## src/rtl/fle_pkg.sv

```systemverilog
package fle_pkg;

    typedef enum logic [1:0] {
        OP_LOAD  = 2'b00,
        OP_STORE = 2'b01,
        OP_CLEAR = 2'b10,
        OP_HALT  = 2'b11
    } op_e;

    typedef enum logic [3:0] {
        ST_IDLE,
        ST_FETCH,
        ST_DECODE,
        ST_LATCH,
        ST_ACC,
        ST_SEL,
        ST_LUT,
        ST_WRITE,
        ST_DONE
    } state_e;

    // datapath strobes issued by the sequencer
    typedef struct packed {
        logic clr;
        logic ld;
        logic acc;
        logic sel;
        logic lut;
        logic wr;
    } ctl_t;

    // smoothstep-shaped activation entry k of a table with 'depth' entries,
    // scaled so that the top of the curve equals 'one'
    function automatic int act_entry(input int k, input int depth, input int one);
        longint kk;
        longint dd;
        longint num;
        kk  = longint'(k);
        dd  = longint'(depth);
        num = longint'(one) * (3 * kk * kk * dd - 2 * kk * kk * kk);
        return int'(num / (dd * dd * dd));
    endfunction

endpackage

```

## src/rtl/fle_mac_cell.sv

```systemverilog
module fle_mac_cell #(
    parameter int DATA_W = 16,
    parameter int ACC_W  = 32
) (
    input  logic                     clk,
    input  logic                     rst,
    input  logic                     clr,
    input  logic                     ld,
    input  logic                     acc_en,
    input  logic signed [DATA_W-1:0] x_in,
    input  logic signed [DATA_W-1:0] w_in,
    output logic signed [ACC_W-1:0]  sum
);

    logic signed [DATA_W-1:0]   x_q;
    logic signed [DATA_W-1:0]   w_q;
    logic signed [2*DATA_W-1:0] prod;
    logic signed [ACC_W-1:0]    acc_q;

    assign prod = x_q * w_q;
    assign sum  = acc_q;

    always_ff @(posedge clk) begin
        if (rst) begin
            x_q   <= '0;
            w_q   <= '0;
            acc_q <= '0;
        end else begin
            if (ld) begin
                x_q <= x_in;
                w_q <= w_in;
            end
            if (clr)
                acc_q <= '0;
            else if (acc_en)
                acc_q <= acc_q + ACC_W'(prod);
        end
    end

    a_r4_clear_zero: assert property (@(posedge clk) disable iff (rst)
        clr |=> (acc_q == '0));

    a_r3_sum_hold: assert property (@(posedge clk) disable iff (rst)
        (!clr && !acc_en) |=> $stable(acc_q));

endmodule

```

## src/rtl/fle_activation.sv

```systemverilog
module fle_activation
    import fle_pkg::*;
#(
    parameter int DATA_W  = 16,
    parameter int ACC_W   = 32,
    parameter int FRAC_W  = 8,
    parameter int LUT_AW  = 5,
    parameter int WIN_EXP = 3
) (
    input  logic                    clk,
    input  logic                    rst,
    input  logic                    sel_en,
    input  logic                    lut_en,
    input  logic signed [ACC_W-1:0] sum_in,
    output logic [DATA_W-1:0]       act_out
);

    localparam int DEPTH  = 1 << LUT_AW;
    localparam int ONE    = 1 << FRAC_W;
    localparam int EDGE_SH = WIN_EXP + 2 * FRAC_W;
    localparam int IDX_SH = EDGE_SH + 1 - LUT_AW;
    localparam longint HI_L = longint'(1) << EDGE_SH;
    localparam logic signed [ACC_W-1:0] HI = ACC_W'(HI_L);
    localparam logic signed [ACC_W-1:0] LO = ACC_W'(-HI_L);

    logic [DATA_W-1:0] table_w [DEPTH];
    logic [LUT_AW-1:0] idx_d;
    logic [LUT_AW-1:0] idx_q;
    logic [DATA_W-1:0] act_q;

    for (genvar k = 0; k < DEPTH; k++) begin : g_tab
        assign table_w[k] = DATA_W'(act_entry(k, DEPTH, ONE));
    end

    always_comb begin
        if (sum_in < LO)
            idx_d = '0;
        else if (sum_in >= HI)
            idx_d = '1;
        else
            idx_d = LUT_AW'((sum_in + HI) >>> IDX_SH);
    end

    always_ff @(posedge clk) begin
        if (rst) begin
            idx_q <= '0;
            act_q <= '0;
        end else begin
            if (sel_en)
                idx_q <= idx_d;
            if (lut_en)
                act_q <= table_w[idx_q];
        end
    end

    assign act_out = act_q;

    a_r5_low_clamp: assert property (@(posedge clk) disable iff (rst)
        (sel_en && sum_in < LO) |=> (idx_q == '0));

    a_r5_high_clamp: assert property (@(posedge clk) disable iff (rst)
        (sel_en && sum_in >= HI) |=> (idx_q == '1));

    a_r6_ceiling: assert property (@(posedge clk) disable iff (rst)
        lut_en |=> (act_q <= DATA_W'(ONE)));

endmodule

```

## src/rtl/fle_sequencer.sv

```systemverilog
module fle_sequencer
    import fle_pkg::*;
#(
    parameter int PC_W  = 6,
    parameter int FLD_W = 6
) (
    input  logic                 clk,
    input  logic                 rst,
    input  logic                 start,
    input  logic [2*FLD_W+1:0]   code_rdata,
    output logic [PC_W-1:0]      code_addr,
    output logic                 code_ren,
    output logic                 wt_ren,
    output logic [FLD_W-1:0]     wt_addr,
    output logic                 dm_ren,
    output logic                 dm_wen,
    output logic [FLD_W-1:0]     dm_addr,
    output logic [FLD_W-1:0]     sel_idx,
    output ctl_t                 ctl,
    output logic                 done
);

    localparam int INSTR_W = 2 + 2 * FLD_W;

    state_e           st_q, st_d;
    logic [PC_W-1:0]  pc_q;
    logic [FLD_W-1:0] fa_q, fb_q;
    logic             pc_inc;
    logic             go;
    op_e              op_w;
    logic [FLD_W-1:0] fa_w, fb_w;

    assign op_w = op_e'(code_rdata[INSTR_W-1 -: 2]);
    assign fa_w = code_rdata[2*FLD_W-1 -: FLD_W];
    assign fb_w = code_rdata[FLD_W-1:0];
    assign go   = start && (st_q == ST_IDLE || st_q == ST_DONE);

    always_comb begin
        st_d     = st_q;
        pc_inc   = 1'b0;
        code_ren = 1'b0;
        wt_ren   = 1'b0;
        dm_ren   = 1'b0;
        dm_wen   = 1'b0;
        wt_addr  = '0;
        dm_addr  = '0;
        ctl      = '0;
        case (st_q)
            ST_IDLE, ST_DONE: if (start) st_d = ST_FETCH;
            ST_FETCH: begin
                code_ren = 1'b1;
                st_d     = ST_DECODE;
            end
            ST_DECODE: begin
                case (op_w)
                    OP_LOAD: begin
                        dm_ren  = 1'b1;
                        wt_ren  = 1'b1;
                        dm_addr = fa_w;
                        wt_addr = fb_w;
                        st_d    = ST_LATCH;
                    end
                    OP_STORE: st_d = ST_SEL;
                    OP_CLEAR: begin
                        ctl.clr = 1'b1;
                        pc_inc  = 1'b1;
                        st_d    = ST_FETCH;
                    end
                    default: st_d = ST_DONE;
                endcase
            end
            ST_LATCH: begin
                ctl.ld = 1'b1;
                st_d   = ST_ACC;
            end
            ST_ACC: begin
                ctl.acc = 1'b1;
                pc_inc  = 1'b1;
                st_d    = ST_FETCH;
            end
            ST_SEL: begin
                ctl.sel = 1'b1;
                st_d    = ST_LUT;
            end
            ST_LUT: begin
                ctl.lut = 1'b1;
                st_d    = ST_WRITE;
            end
            ST_WRITE: begin
                ctl.wr  = 1'b1;
                dm_wen  = 1'b1;
                dm_addr = fb_q;
                pc_inc  = 1'b1;
                st_d    = ST_FETCH;
            end
            default: st_d = ST_IDLE;
        endcase
    end

    always_ff @(posedge clk) begin
        if (rst) begin
            st_q <= ST_IDLE;
            pc_q <= '0;
            fa_q <= '0;
            fb_q <= '0;
        end else begin
            st_q <= st_d;
            if (go)
                pc_q <= '0;
            else if (pc_inc)
                pc_q <= pc_q + 1'b1;
            if (st_q == ST_DECODE) begin
                fa_q <= fa_w;
                fb_q <= fb_w;
            end
        end
    end

    assign code_addr = pc_q;
    assign sel_idx   = fa_q;
    assign done      = (st_q == ST_DONE);

    a_r10_port_excl: assert property (@(posedge clk) disable iff (rst)
        $onehot0({dm_ren, dm_wen}));

    a_r8_fetch_gap: assert property (@(posedge clk) disable iff (rst)
        code_ren |=> !code_ren && !dm_wen);

    a_r8_write_then_fetch: assert property (@(posedge clk) disable iff (rst)
        dm_wen |=> code_ren);

    a_r9_done_hold: assert property (@(posedge clk) disable iff (rst)
        (done && !start) |=> (done && !code_ren && !dm_ren && !dm_wen));

endmodule

```

## src/rtl/ffnet_layer_engine.sv

```systemverilog
module ffnet_layer_engine
    import fle_pkg::*;
#(
    parameter int NEURONS = 4,
    parameter int DATA_W  = 16,
    parameter int FRAC_W  = 8,
    parameter int ACC_W   = 32,
    parameter int FLD_W   = 6,
    parameter int PC_W    = 6,
    parameter int LUT_AW  = 5,
    parameter int WIN_EXP = 3
) (
    input  logic                        clk,
    input  logic                        rst,
    input  logic                        start,
    output logic                        done,
    output logic                        code_ren,
    output logic [PC_W-1:0]             code_addr,
    input  logic [2*FLD_W+1:0]          code_rdata,
    output logic                        wt_ren,
    output logic [FLD_W-1:0]            wt_addr,
    input  logic [NEURONS*DATA_W-1:0]   wt_rdata,
    output logic                        dm_ren,
    output logic                        dm_wen,
    output logic [FLD_W-1:0]            dm_addr,
    output logic [DATA_W-1:0]           dm_wdata,
    input  logic [DATA_W-1:0]           dm_rdata
);

    ctl_t                    ctl;
    logic [FLD_W-1:0]        sel_idx;
    logic signed [ACC_W-1:0] sums [NEURONS];
    logic signed [ACC_W-1:0] sel_sum;

    fle_sequencer #(
        .PC_W  (PC_W),
        .FLD_W (FLD_W)
    ) u_seq (
        .clk        (clk),
        .rst        (rst),
        .start      (start),
        .code_rdata (code_rdata),
        .code_addr  (code_addr),
        .code_ren   (code_ren),
        .wt_ren     (wt_ren),
        .wt_addr    (wt_addr),
        .dm_ren     (dm_ren),
        .dm_wen     (dm_wen),
        .dm_addr    (dm_addr),
        .sel_idx    (sel_idx),
        .ctl        (ctl),
        .done       (done)
    );

    for (genvar i = 0; i < NEURONS; i++) begin : g_cell
        fle_mac_cell #(
            .DATA_W (DATA_W),
            .ACC_W  (ACC_W)
        ) u_cell (
            .clk    (clk),
            .rst    (rst),
            .clr    (ctl.clr),
            .ld     (ctl.ld),
            .acc_en (ctl.acc),
            .x_in   ($signed(dm_rdata)),
            .w_in   ($signed(wt_rdata[i*DATA_W +: DATA_W])),
            .sum    (sums[i])
        );
    end

    // cell indices past the array read as an empty sum
    always_comb begin
        sel_sum = '0;
        for (int i = 0; i < NEURONS; i++)
            if (sel_idx == FLD_W'(i))
                sel_sum = sums[i];
    end

    fle_activation #(
        .DATA_W  (DATA_W),
        .ACC_W   (ACC_W),
        .FRAC_W  (FRAC_W),
        .LUT_AW  (LUT_AW),
        .WIN_EXP (WIN_EXP)
    ) u_act (
        .clk     (clk),
        .rst     (rst),
        .sel_en  (ctl.sel),
        .lut_en  (ctl.lut),
        .sum_in  (sel_sum),
        .act_out (dm_wdata)
    );

endmodule

```

## config.mk

```make
export PLATFORM = sky130hd
export DESIGN_NAME = ffnet_layer_engine
export DESIGN_NICKNAME = d
export VERILOG_FILES = /design/src/rtl/fle_pkg.sv /design/src/rtl/fle_mac_cell.sv /design/src/rtl/fle_activation.sv /design/src/rtl/fle_sequencer.sv /design/src/rtl/ffnet_layer_engine.sv
export SDC_FILE = /design/constraint.sdc
export NUM_CORES = 2
export LEC_CHECK = 0
export ABC_AREA = 1
export BUFFER_PORTS_ARGS = -buffer_cell sky130_fd_sc_hd__buf_2
export CORE_ASPECT_RATIO = 0.6
export CORE_MARGIN = 1
export CORE_UTILIZATION = 30
export CTS_CLUSTER_DIAMETER = 50
export DETAILED_ROUTE_END_ITERATION = 6
export PLACE_DENSITY = 0.5
export SETUP_SLACK_MARGIN = 0.5
export SLEW_MARGIN = 20
export SYNTH_ARGS = -nofsm -noshare
export SYNTH_HDL_FRONTEND = slang
export SYNTH_SLANG_ARGS = --single-unit
```

## constraint.sdc

```tcl
create_clock -name clk -period 11.2 [get_ports clk]
set_clock_uncertainty 0.05 [all_clocks]
set_input_delay 1.12 -clock clk [delete_from_list [all_inputs] [get_ports clk]]
set_output_delay 1.12 -clock clk [all_outputs]
set_load 0.01 [all_outputs]
```

==> flow_metrics.py <==
metrics = {
    "detailed_routing": {
        "drc_errors": 0,
        "detail_route.vias_per_cell": 4.56,
        "wirelength_mm": 181,
        "first_pass_iters": 6,
        "drt_iter0_markers": 3503,
        "num_vias": 43800,
        "ant_nets": 0,
        "wl_per_cell_um": 18.8,
    },
    "floorplanning": {
        "dieWidth_um": 558,
        "die_h_um": 336,
        "core_area_mm2": 0.184,
        "num_rows": 122,
        "initial_core_util": 0.302,
        "top_level_ports": 136,
        "dieArea_mm2": 0.187,
    },
    "synth": {
        "synth-edff-count": 0,
        "synth_area_mm2": 0.0557,
        "yosysWarnings": 0,
        "yosysMostFrequentCell": "inv_1",
        "synth_ff_type": "dfxtp_1",
        "avgSynthCellArea_um2": 7.77,
        "synth.distinct_cells": 52,
        "ys_seq_area_frac": 0.0874,
        "netlist.area_leader.share": 0.420,
        "synth-seq-cells": 243,
        "yosys-top-cells-area": "fa_1, inv_1, nand2_1, ha_1, dfxtp_1",
        "netlist_instances": 7166,
        "async_reset_ff_frac": 0,
        "synth_top_cell_by_area": "fa_1",
        "synthTopCellsByCount": "inv_1, nand2_1, fa_1",
    },
    "clocking": {
        "root_buffer": "clkbuf_16",
        "cts_made_buffers": 49,
        "cts_buffer_depth": 3,
        "cts.htree.levels": 2,
        "ctsResizeCount": 0,
        "cts_sinks": 243,
        "ctsHoldBuffers": 0,
        "post_cts_buffers": 0,
        "cts_tree": "built",
        "clk_latency_ns": 0.66,
        "clk_pin_slew_ns": 0.06,
    },
    "cells_and_area": {
        "fill_cells": 19800,
        "nNetsFinal": 8747,
        "synthToLayoutAreaGrowth_pct": 8.32,
        "drive_gt1_frac": 0.0479,
        "fin_area_mm2": 0.0603,
    },
    "placement": {
        "port_buffers": 127,
        "gp_congestion": 0.959,
        "dp_hpwl_mm": 146,
        "place_area_mm2": 0.0586,
    },
    "global_routing": {
        "grt_pass1_wl_mm": 282,
        "grt_max_degree": 151,
        "use_met3": 0.0495,
        "grt_busiest_layer": "met1",
        "grtUsageTotal": 0.199,
        "grt_pass1_vias": 45100,
        "grt-ovfl-total": 0,
        "antenna_found_initial": 11,
        "met2_usage": 0.256,
        "met1_usage": 0.328,
    },
    "status": {
        "outcome": "finished, final reports clean",
    },
    "sta": {
        "hold-worst-slack_ns": 0.419,
        "slew_headroom": 0.250,
        "slew_viol_final": 0,
        "final_hold_viol_count": 0,
        "setup_tns_ns": 0,
        "fin_crit_ns": 7.35,
        "fin_crit_sh": 0.656,
        "worst_slew_pin_slew_ns": 1.12,
        "setup_viol": 0,
        "rsz0062_at_grt": "false",
        "fmax_mhz": 136,
    },
    "critical_path": {
        "cp-start-kind": "flop",
        "cp.arrival_ns": 7.83,
        "setup.worst_path.class": "flop to flop",
        "worstPathRequired_ns": 11.69,
        "cp_max_fo": 39,
        "crit_path_end_kind": "flop",
    },
    "power_and_ir_drop": {
        "p_leak_nw": 35.3,
        "p_per_area_mw_per_mm2": 58.8,
        "ir_drop_mv": 0.0948,
    },
    "job": {
        "drv_cap": 0,
    },
    "worst_hold_path": {
        "hold_path_class": "flop to flop",
    },
}
area by class of cell:
cell class | count | area, um2 | share of cell area
diodes | 1 | 2.50 | 0.0000415
clock buffers | 57 | 1320 | 0.0219
clock inverters | 33 | 378 | 0.00627
inverters | 2125 | 7990 | 0.132
multi-input cells | 4474 | 41500 | 0.688
flip-flops and latches | 243 | 4880 | 0.0810
well taps | 2480 | 3100 | 0.0515
repair buffers | 189 | 1130 | 0.0187
power by group:
part           internal (mW)  switching, mW  total, mW
combinational          0.282          0.626      0.908
clock                  0.939          0.659       1.60
sequential             0.911          0.129       1.04
metrics by stage:
step	power, mW	worst slack, ns	util	cells
floorplan	1.59	5.34	-	7173
global placement	1.95	4.05	0.318	9511
detailed placement	1.95	3.97	0.318	9511
CTS	3.59	3.91	0.327	9601
global route	3.74	3.40	0.327	9601
finish	3.55	3.85	0.327	9602
registers in the layout, indices dropped and copies added, names as in the netlist:
| name | count |
|---|---|
| g_cell.u_cell.sum | 128 |
| g_cell.u_cell.w_q | 64 |
| g_cell.u_cell.x_q | 16 |
| u_act.act_out | 8 |
| u_seq.code_addr | 6 |
| u_seq.fb_q | 6 |
| u_seq.sel_idx | 6 |
| u_act.idx_q | 5 |
| u_seq.st_q | 4 |
path summary, 6_finish.rpt:
| check | slack (ns) | start | depth (start not counted) | endpoint |
|---|---|---|---|---|
| max | 3.85 | g_cell[2].u_cell.x_q[6] | 26 | g_cell[1].u_cell.sum[31] |
| max reg2reg | 3.85 | g_cell[2].u_cell.x_q[6] | 26 | g_cell[1].u_cell.sum[31] |
| min | 0.42 | g_cell[0].u_cell.sum[1] | 2 | g_cell[0].u_cell.sum[1] |
| min reg2reg | 0.42 | g_cell[0].u_cell.sum[1] | 2 | g_cell[0].u_cell.sum[1] |
cells by family after synthesis:
logic type      count (synthesis)  synth area share
flops                         243            0.0874
buf+inv                      2456             0.168
simple gates                 2190             0.157
fa+ha+maj                    1568             0.510
xor+xnor                      119            0.0187
compound gates                589            0.0588
other cells                     1         0.0000674
critical path: stages (launching register included):
cell and delay (ns):
dfxtp_2 0.31, buf_4 0.52, buf_4 0.70, nand2_1 0.17
fa_1 0.53, inv_1 0.06, fa_1 0.51, inv_1 0.06
fa_1 0.53, inv_1 0.05, fa_1 0.51, fa_1 0.52
inv_1 0.06, fa_1 0.49, inv_1 0.05, ha_1 0.32
a21oi_1 0.32, a21boi_0 0.34, nand3_1 0.31, nand2_1 0.14
inv_1 0.05, nor2_1 0.23, inv_1 0.07, nand2_1 0.08
nand3_1 0.06, nand2_1 0.09, inv_1 0.04
per-layer routing:
| metal | up-vias | share of wire |
|---|---|---|
| li1 | 20400 | - |
| met1 | 21800 | 0.53 |
| met2 | 1467 | 0.36 |
| met3 | 135 | 0.092 |
| met4 | 8 | 0.010 |
| met5 | - | 0.00029 |
placed cells by master (no fill, tap or decap), drive strengths merged, types with 4 or more instances in the layout:
| cell type | count |
|---|---|
| o22ai | 11 |
| o211ai | 21 |
| dfxtp | 243 |
| o221ai | 9 |
| nand4 | 74 |
| ha | 400 |
| and3 | 4 |
| clkinv | 9 |
| xor2 | 58 |
| a221oi | 5 |
| inv | 2142 |
| buf | 189 |
| or2 | 10 |
| o21bai | 17 |
| a21boi | 15 |
| nor3b | 4 |
| xnor2 | 61 |
| nor3 | 32 |
| a21oi | 211 |
| clkinvlp | 4 |
| conb | 8 |
| nand3 | 116 |
| fa | 1168 |
| a31o | 10 |
| nand2 | 1425 |
| a211oi | 4 |
| o21a | 7 |
| nor2 | 518 |
| a21o | 9 |
| clkbuf | 57 |
| o21ai | 261 |
(Power assumes the default switching activity.)
